--- src/rtl/sdram_init_pkg.sv ---
package sdram_init_pkg;

  typedef enum logic [1:0] {
    ST_IDLE = 2'd0,
    ST_LIST = 2'd1,
    ST_DONE = 2'd2
  } seq_state_e;

  // Nanoseconds to clock cycles, rounding up.
  function automatic int unsigned ns_to_cycles(input int unsigned ns,
                                               input int unsigned mhz);
    return (ns * mhz + 999) / 1000;
  endfunction

  // Mode data before it is shifted into the command word.
  function automatic logic [6:0] mode_bits(input logic [2:0] cl_field,
                                           input logic       half_width);
    logic [6:0] base;
    base = (cl_field == 3'd2) ? 7'h40 : 7'h60;
    return half_width ? (base >> 1) : base;
  endfunction

  function automatic int unsigned max_u(input int unsigned a, input int unsigned b);
    return (a > b) ? a : b;
  endfunction

endpackage

--- src/rtl/sdram_init_delay.sv ---
module sdram_init_delay #(
  parameter int CNT_W = 16
) (
  input  logic             clk,
  input  logic             rst_n,
  input  logic             load,
  input  logic [CNT_W-1:0] load_val,
  output logic             zero
);
  logic [CNT_W-1:0] cnt_q;

  always_ff @(posedge clk) begin
    if (!rst_n)              cnt_q <= '0;
    else if (load)           cnt_q <= load_val;
    else if (cnt_q != '0)    cnt_q <= cnt_q - 1'b1;
  end

  assign zero = (cnt_q == '0);
endmodule

--- src/rtl/sdram_init_modecalc.sv ---
module sdram_init_modecalc
  import sdram_init_pkg::*;
#(
  parameter int              CMD_W  = 32,
  parameter logic [CMD_W-1:0] OP_MRS = 3
) (
  input  logic [2:0]       cl_field,
  input  logic             half_width,
  input  logic [CMD_W-1:0] preset_cmd,
  output logic [CMD_W-1:0] mrs_word
);
  logic [CMD_W-1:0] auto_word;
  logic             use_preset;

  assign auto_word  = OP_MRS | (CMD_W'(mode_bits(cl_field, half_width)) << 2);
  assign use_preset = (preset_cmd != '0);
  assign mrs_word   = use_preset ? preset_cmd : auto_word;
endmodule

--- src/rtl/sdram_init_fsm.sv ---
module sdram_init_fsm
  import sdram_init_pkg::*;
#(
  parameter int               PWRUP_CYC = 20000,
  parameter int               GAP_CYC   = 8,
  parameter int               REF_BURST = 8,
  parameter int               CMD_W     = 32,
  parameter int               CNT_W     = 16,
  parameter logic [CMD_W-1:0] OP_NOP    = 0,
  parameter logic [CMD_W-1:0] OP_PRE    = 1,
  parameter logic [CMD_W-1:0] OP_REF    = 2,
  parameter logic [CMD_W-1:0] OP_MRS    = 3
) (
  input  logic             clk,
  input  logic             rst_n,
  input  logic             start,
  input  logic [CMD_W-1:0] mrs_word,
  input  logic             cnt_zero,
  output logic             cnt_load,
  output logic [CNT_W-1:0] cnt_val,
  output logic             cmd_valid,
  output logic [CMD_W-1:0] cmd_word,
  output logic             idle,
  output logic             done
);
  localparam int LIST_LEN = REF_BURST + 2;
  localparam int IDX_W    = $clog2(LIST_LEN + 1);

  seq_state_e       state_q;
  logic [IDX_W-1:0] idx_q;
  logic             valid_q, done_q;
  logic [CMD_W-1:0] word_q;
  logic             fire_nop, fire_list, finish;

  // Entry of the command list by position; the last one is the mode set.
  function automatic logic [CMD_W-1:0] list_cmd(input logic [IDX_W-1:0] i,
                                                input logic [CMD_W-1:0] mrs);
    if (i == '0)                          return OP_PRE;
    else if (i == IDX_W'(LIST_LEN - 1))   return mrs;
    else                                  return OP_REF;
  endfunction

  always_comb begin
    fire_nop  = (state_q == ST_IDLE) && start;
    fire_list = (state_q == ST_LIST) && cnt_zero && (idx_q != IDX_W'(LIST_LEN));
    finish    = (state_q == ST_LIST) && cnt_zero && (idx_q == IDX_W'(LIST_LEN));
    cnt_load  = fire_nop || fire_list;
    cnt_val   = fire_nop ? CNT_W'(PWRUP_CYC - 1) : CNT_W'(GAP_CYC - 1);
  end

  always_ff @(posedge clk) begin
    if (!rst_n) begin
      state_q <= ST_IDLE;
      idx_q   <= '0;
      valid_q <= 1'b0;
      word_q  <= '0;
      done_q  <= 1'b0;
    end else begin
      valid_q <= 1'b0;
      if (fire_nop) begin
        valid_q <= 1'b1;
        word_q  <= OP_NOP;
        idx_q   <= '0;
        state_q <= ST_LIST;
      end else if (fire_list) begin
        valid_q <= 1'b1;
        word_q  <= list_cmd(idx_q, mrs_word);
        idx_q   <= idx_q + 1'b1;
      end else if (finish) begin
        done_q  <= 1'b1;
        state_q <= ST_DONE;
      end
    end
  end

  assign cmd_valid = valid_q;
  assign cmd_word  = word_q;
  assign idle      = (state_q == ST_IDLE);
  assign done      = done_q;
endmodule

--- src/rtl/sdram_powerup_seq.sv ---
module sdram_powerup_seq
  import sdram_init_pkg::*;
#(
  parameter int               CLK_MHZ   = 100,
  parameter int               PWRUP_NS  = 200000,
  parameter int               GAP_NS    = 80,
  parameter int               REF_BURST = 8,
  parameter int               CMD_W     = 32,
  parameter int               TIM_W     = 32,
  parameter int               CFG_W     = 32,
  parameter int               REF_LSB   = 12,
  parameter int               WIDTH_BIT = 9,
  parameter logic [CMD_W-1:0] OP_NOP    = 0,
  parameter logic [CMD_W-1:0] OP_PRE    = 1,
  parameter logic [CMD_W-1:0] OP_REF    = 2,
  parameter logic [CMD_W-1:0] OP_MRS    = 3
) (
  input  logic             clk,
  input  logic             rst_n,
  input  logic             start,
  input  logic [TIM_W-1:0] timing_cfg,
  input  logic [CFG_W-1:0] grp0_cfg,
  input  logic [CMD_W-1:0] preset_cmd,
  output logic             cmd_valid,
  output logic [CMD_W-1:0] cmd_word,
  output logic [TIM_W-1:0] timing_out,
  output logic             done
);
  localparam int PWRUP_CYC = ns_to_cycles(PWRUP_NS, CLK_MHZ);
  localparam int GAP_CYC   = ns_to_cycles(GAP_NS, CLK_MHZ);
  localparam int CNT_MAX   = max_u(PWRUP_CYC, GAP_CYC);
  localparam int CNT_W     = $clog2(CNT_MAX + 1);
  localparam logic [TIM_W-1:0] REF_MASK = TIM_W'(3) << REF_LSB;

  logic             cnt_load, cnt_zero;
  logic [CNT_W-1:0] cnt_val;
  logic [CMD_W-1:0] mrs_word;
  logic             seq_idle, seq_done;

  sdram_init_modecalc #(.CMD_W(CMD_W), .OP_MRS(OP_MRS)) u_mode (
    .cl_field   (timing_cfg[2:0]),
    .half_width (grp0_cfg[WIDTH_BIT]),
    .preset_cmd (preset_cmd),
    .mrs_word   (mrs_word)
  );

  sdram_init_delay #(.CNT_W(CNT_W)) u_delay (
    .clk      (clk),
    .rst_n    (rst_n),
    .load     (cnt_load),
    .load_val (cnt_val),
    .zero     (cnt_zero)
  );

  sdram_init_fsm #(
    .PWRUP_CYC (PWRUP_CYC), .GAP_CYC (GAP_CYC), .REF_BURST (REF_BURST),
    .CMD_W (CMD_W), .CNT_W (CNT_W),
    .OP_NOP (OP_NOP), .OP_PRE (OP_PRE), .OP_REF (OP_REF), .OP_MRS (OP_MRS)
  ) u_fsm (
    .clk       (clk),
    .rst_n     (rst_n),
    .start     (start),
    .mrs_word  (mrs_word),
    .cnt_zero  (cnt_zero),
    .cnt_load  (cnt_load),
    .cnt_val   (cnt_val),
    .cmd_valid (cmd_valid),
    .cmd_word  (cmd_word),
    .idle      (seq_idle),
    .done      (seq_done)
  );

  // Refresh stays gated until the whole list has gone out.
  assign timing_out = seq_done ? timing_cfg : (timing_cfg & ~REF_MASK);
  assign done       = seq_done;
endmodule

--- config.mk ---
export PLATFORM = sky130hd
export DESIGN_NAME = sdram_powerup_seq
export DESIGN_NICKNAME = d
export VERILOG_FILES = /design/src/rtl/sdram_init_pkg.sv /design/src/rtl/sdram_init_delay.sv /design/src/rtl/sdram_init_modecalc.sv /design/src/rtl/sdram_init_fsm.sv /design/src/rtl/sdram_powerup_seq.sv
export SDC_FILE = /design/constraint.sdc
export NUM_CORES = 1
export LEC_CHECK = 0
export ABC_AREA = 1
export BUFFER_PORTS_ARGS = -buffer_cell sky130_fd_sc_hd__buf_2
export CORE_MARGIN = 5
export CORE_UTILIZATION = 40
export DETAILED_ROUTE_END_ITERATION = 8
export PLACE_DENSITY = 0.85
export SYNTH_ARGS = -nofsm -noshare
export SYNTH_HDL_FRONTEND = slang
export SYNTH_SLANG_ARGS = --single-unit
--- constraint.sdc ---
create_clock -name clk -period 2.6 [get_ports clk]
set_clock_uncertainty 0.1 [all_clocks]
set_input_delay 0.52 -clock clk [delete_from_list [all_inputs] [get_ports clk]]
set_output_delay 0.52 -clock clk [all_outputs]
set_load 0.1 [all_outputs]
==> impl_summary.log <==
INFO  metric final_antenna_net_count = 0
INFO  metric crit_path_start = u_delay.cnt_q[0]
INFO  metric totalWireLength = 6.647 mm
INFO  metric synth-edff-count = 0
INFO  metric maxSlewHeadroom = between 60 and 70%
INFO  metric drt-wirelength-per-cell = 12.22 um
INFO  metric postCtsResizedCells = 0
INFO  metric actual_transition_at_the_worst_max_transition_pin = 0.5013 ns
INFO  metric fill_cells = 726
INFO  metric setup_tns = 0 ns
INFO  metric ys_types = 30
INFO  metric multi_input_area = 1275 um^2
INFO  metric register_area = 1101 um^2
INFO  metric layout_worst_path_cycle_share = 80.81%
INFO  metric place_congestion = 0.8631
INFO  metric clkTransAtPathRegs = 0.10 ns
INFO  metric initial_antenna_violation_count = 0
INFO  metric clock_sink_count = 55
INFO  metric share_of_post_route_cells_with_drive_strength_above_1 = 24.78%
INFO  metric synth-xor-area-share = 1.553%
INFO  metric grt_usage = about 15%
INFO  metric yosys_warn_count = 0
INFO  metric tritoncts.num_buffers = 5
INFO  metric synth_simple_gate_area_share = 34.47%
INFO  metric cp-start-kind = flop
INFO  metric grt_first_pass_wirelength = 10.92 mm
INFO  metric worst_setup_path_end_kind = flop
INFO  metric hold_class = in -> reg
INFO  metric ys_ff_latch = 55
INFO  metric synthCells = 394
INFO  metric worst-endpoint-required = roughly 2.7 ns
INFO  metric via_count_of_the_first_global_routing_pass = 2564
INFO  metric hpwl = 5.158 mm
INFO  metric place.port_buffers = 79
INFO  metric maxCapViolations = 0
INFO  metric ys_seq_area_share = 39.04%
INFO  metric insertion_delay = approximately 0.31 ns
INFO  metric status = finished clean
INFO  metric synth_area = 2820 um^2
INFO  metric critPathArrivalTime = 2.21 ns
INFO  metric place_area = 3088 um^2
INFO  metric ios = 165
INFO  metric area_of_the_placeable_core = 6832 um^2
INFO  metric tritoncts = done
INFO  metric synth_top_family_by_area = simple AND/OR/NAND/NOR gates
INFO  metric post-synth-top-area-fraction = 39.04%
INFO  metric critical_path.max_fanout = 12
INFO  metric cts.root.buffer_cell = sky130_fd_sc_hd__clkbuf_8
INFO  metric syn-num-nets = 499
INFO  metric yosys.area_share.adder = between 2 and 3%
INFO  metric cts_hold_repair.buffers = 0
INFO  metric finalNetCount = 552
INFO  metric antenna_cells = 0
INFO  metric vdd_drop_max = 0.0002701 V
INFO  metric critical_path.reg2reg.startpoint = u_delay.cnt_q[0]
INFO  metric htreeDepth = 2
INFO  metric finish.instance_area = roughly 3200 um^2
INFO  metric drt-pass1-iter-count = 4
INFO  metric std_cell_rows = 30
INFO  metric cts_setup_buffers = 0
INFO  metric post-synth-top-count-cell = sky130_fd_sc_hd__nand2_1
INFO  metric synth.area.mux_share = 0%
INFO  metric cts_buffer_depth = 2
INFO  metric power.leakage = 1.647 nW
INFO  metric setup_viol_count_final = 0
INFO  metric drcViolationCount = 0
INFO  metric async_flop_share = 0%
INFO  metric synth_ff_type = sky130_fd_sc_hd__dfxtp_1
INFO  metric starting_density_of_the_core = 41.28%
INFO  metric die_h = roughly 94 um
INFO  metric area_growth = 13.66%
INFO  metric vias = 2586
INFO  metric synthesis.area_per_instance = 7.158 um^2
INFO  metric largest_net_degree_at_the_start_of_global_routing = 26
INFO  metric hold_path_startpoint = preset_cmd[13]
INFO  metric die_area = between 8000 and 9000 um^2
INFO  metric synth.largest_area_cell = sky130_fd_sc_hd__dfxtp_1
INFO  metric die_x = 93.97 um
INFO  metric synth_compound_gate_area_share = 6.522%
INFO  metric report.final.hold_viol_count = 0
INFO  metric finalWorstPathRequiredPeriod = 2.101 ns
INFO  metric post_synth_main_area_contributors = sky130_fd_sc_hd__dfxtp_1 39%, sky130_fd_sc_hd__nand2_1 17%, sky130_fd_sc_hd__buf_4 8.0%, sky130_fd_sc_hd__nor2_1 5.1%, sky130_fd_sc_hd__inv_1 4.9%
INFO  metric detailedRoute.firstIterationViolations = approximately 130
INFO  metric grt-ovfl-total = 0
INFO  metric avgViaCountPerCell = around 4.8
INFO  metric power_density = 579.6 nW/um^2
INFO  metric top_achievable_clock_speed = 475.9 MHz
INFO  metric synth_top_cells_by_count = 124 x sky130_fd_sc_hd__nand2_1, 55 x sky130_fd_sc_hd__dfxtp_1, 38 x sky130_fd_sc_hd__nor2_1
INFO  metric maxSlewViolCount = 0
INFO  metric crit_type = reg -> reg
INFO  metric grt_setup_unrepaired = no
-- path summary, 6_finish.rpt --
check | cells past startpoint | slack, ns | endpoint
worst min-delay path | 3 | 0.31 | u_fsm.cmd_word[13]
worst max register to register | 9 | 0.50 | u_fsm.state_q[0]
worst min register to register | 2 | 0.36 | u_fsm.cmd_word[30]
worst max-delay path | 9 | 0.50 | u_fsm.state_q[0]
-- logic make-up after synthesis --
group	after synthesis
XOR/XNOR	5
flip-flops	55
AND/OR/NAND/NOR	215
adder cells (fa/ha/maj)	6
AO/OA/AOI/OAI	35
buffers and inverters	78
-- final cells by class --
cell class	instances	area share [%]
Tap cell	96	3.747
Timing Repair Buffer	83	13.66
Clock inverter	2	1.093
Inverter	41	4.801
Clock buffer	6	2.576
Multi-Input combinational cell	261	39.77
Sequential cell	55	34.35
-- critical path: stages (launching register included) --
cell	delay, ns
sky130_fd_sc_hd__dfxtp_1	0.34
sky130_fd_sc_hd__inv_1	0.13
sky130_fd_sc_hd__ha_1	0.29
sky130_fd_sc_hd__nand2_4	0.08
sky130_fd_sc_hd__nor2_4	0.17
sky130_fd_sc_hd__nand2_1	0.28
sky130_fd_sc_hd__nor2_1	0.31
sky130_fd_sc_hd__nand2_1	0.15
sky130_fd_sc_hd__nand2_1	0.08
sky130_fd_sc_hd__a21oi_1	0.06
-- through the flow --
stage	cells	total power, mW	setup WS (ns)	hold slack, ns	util [%]
floorplan	394	1.386	0.2938	0.3404	-
global placement	536	1.268	0.6011	0.3324	45.20
finish	544	1.858	0.4989	0.3094	46.92
global route	544	1.958	0.3313	0.3133	46.92
CTS	544	1.873	0.5088	0.2990	46.92
detailed placement	536	1.283	0.5401	0.3352	45.20
-- sequential cells by signal, summed over array words and instances (netlist names) --
name,count
u_fsm.cmd_word,32
u_delay.cnt_q,15
u_fsm.idx_q,4
u_fsm.state_q,2
u_fsm.cmd_valid,1
u_fsm.done,1
-- cell usage in the layout (no fill, tap or decap), drive strengths merged, types with 3 or more instances in the layout --
cell    instances
nand2         127
buf            83
dfxtp          55
nor2           46
inv            41
nand3          26
o21ai          18
a21oi          12
nand4          10
ha              6
clkbuf          6
xor2            5
a31oi           3
nor3            3
-- where the power goes --
group	switching, mW	internal [mW]	total [mW]	leakage [nW]
sequential	0.0274	0.875	0.902	0.446
combinational	0.239	0.125	0.364	1.14
clock	0.279	0.312	0.591	0.0612
total	0.545	1.31	1.86	1.65
-- layer usage --
layer  vias to the layer above  track usage [%]  share of wire, %
li1                       1312                -                 -
met1                      1161            15.10                38
met2                       101            28.33                48
met3                        12            6.250                11
met4                         0            6.619               2.1
met5                         -                0                 0
Power figures use the tool's default switching activity.
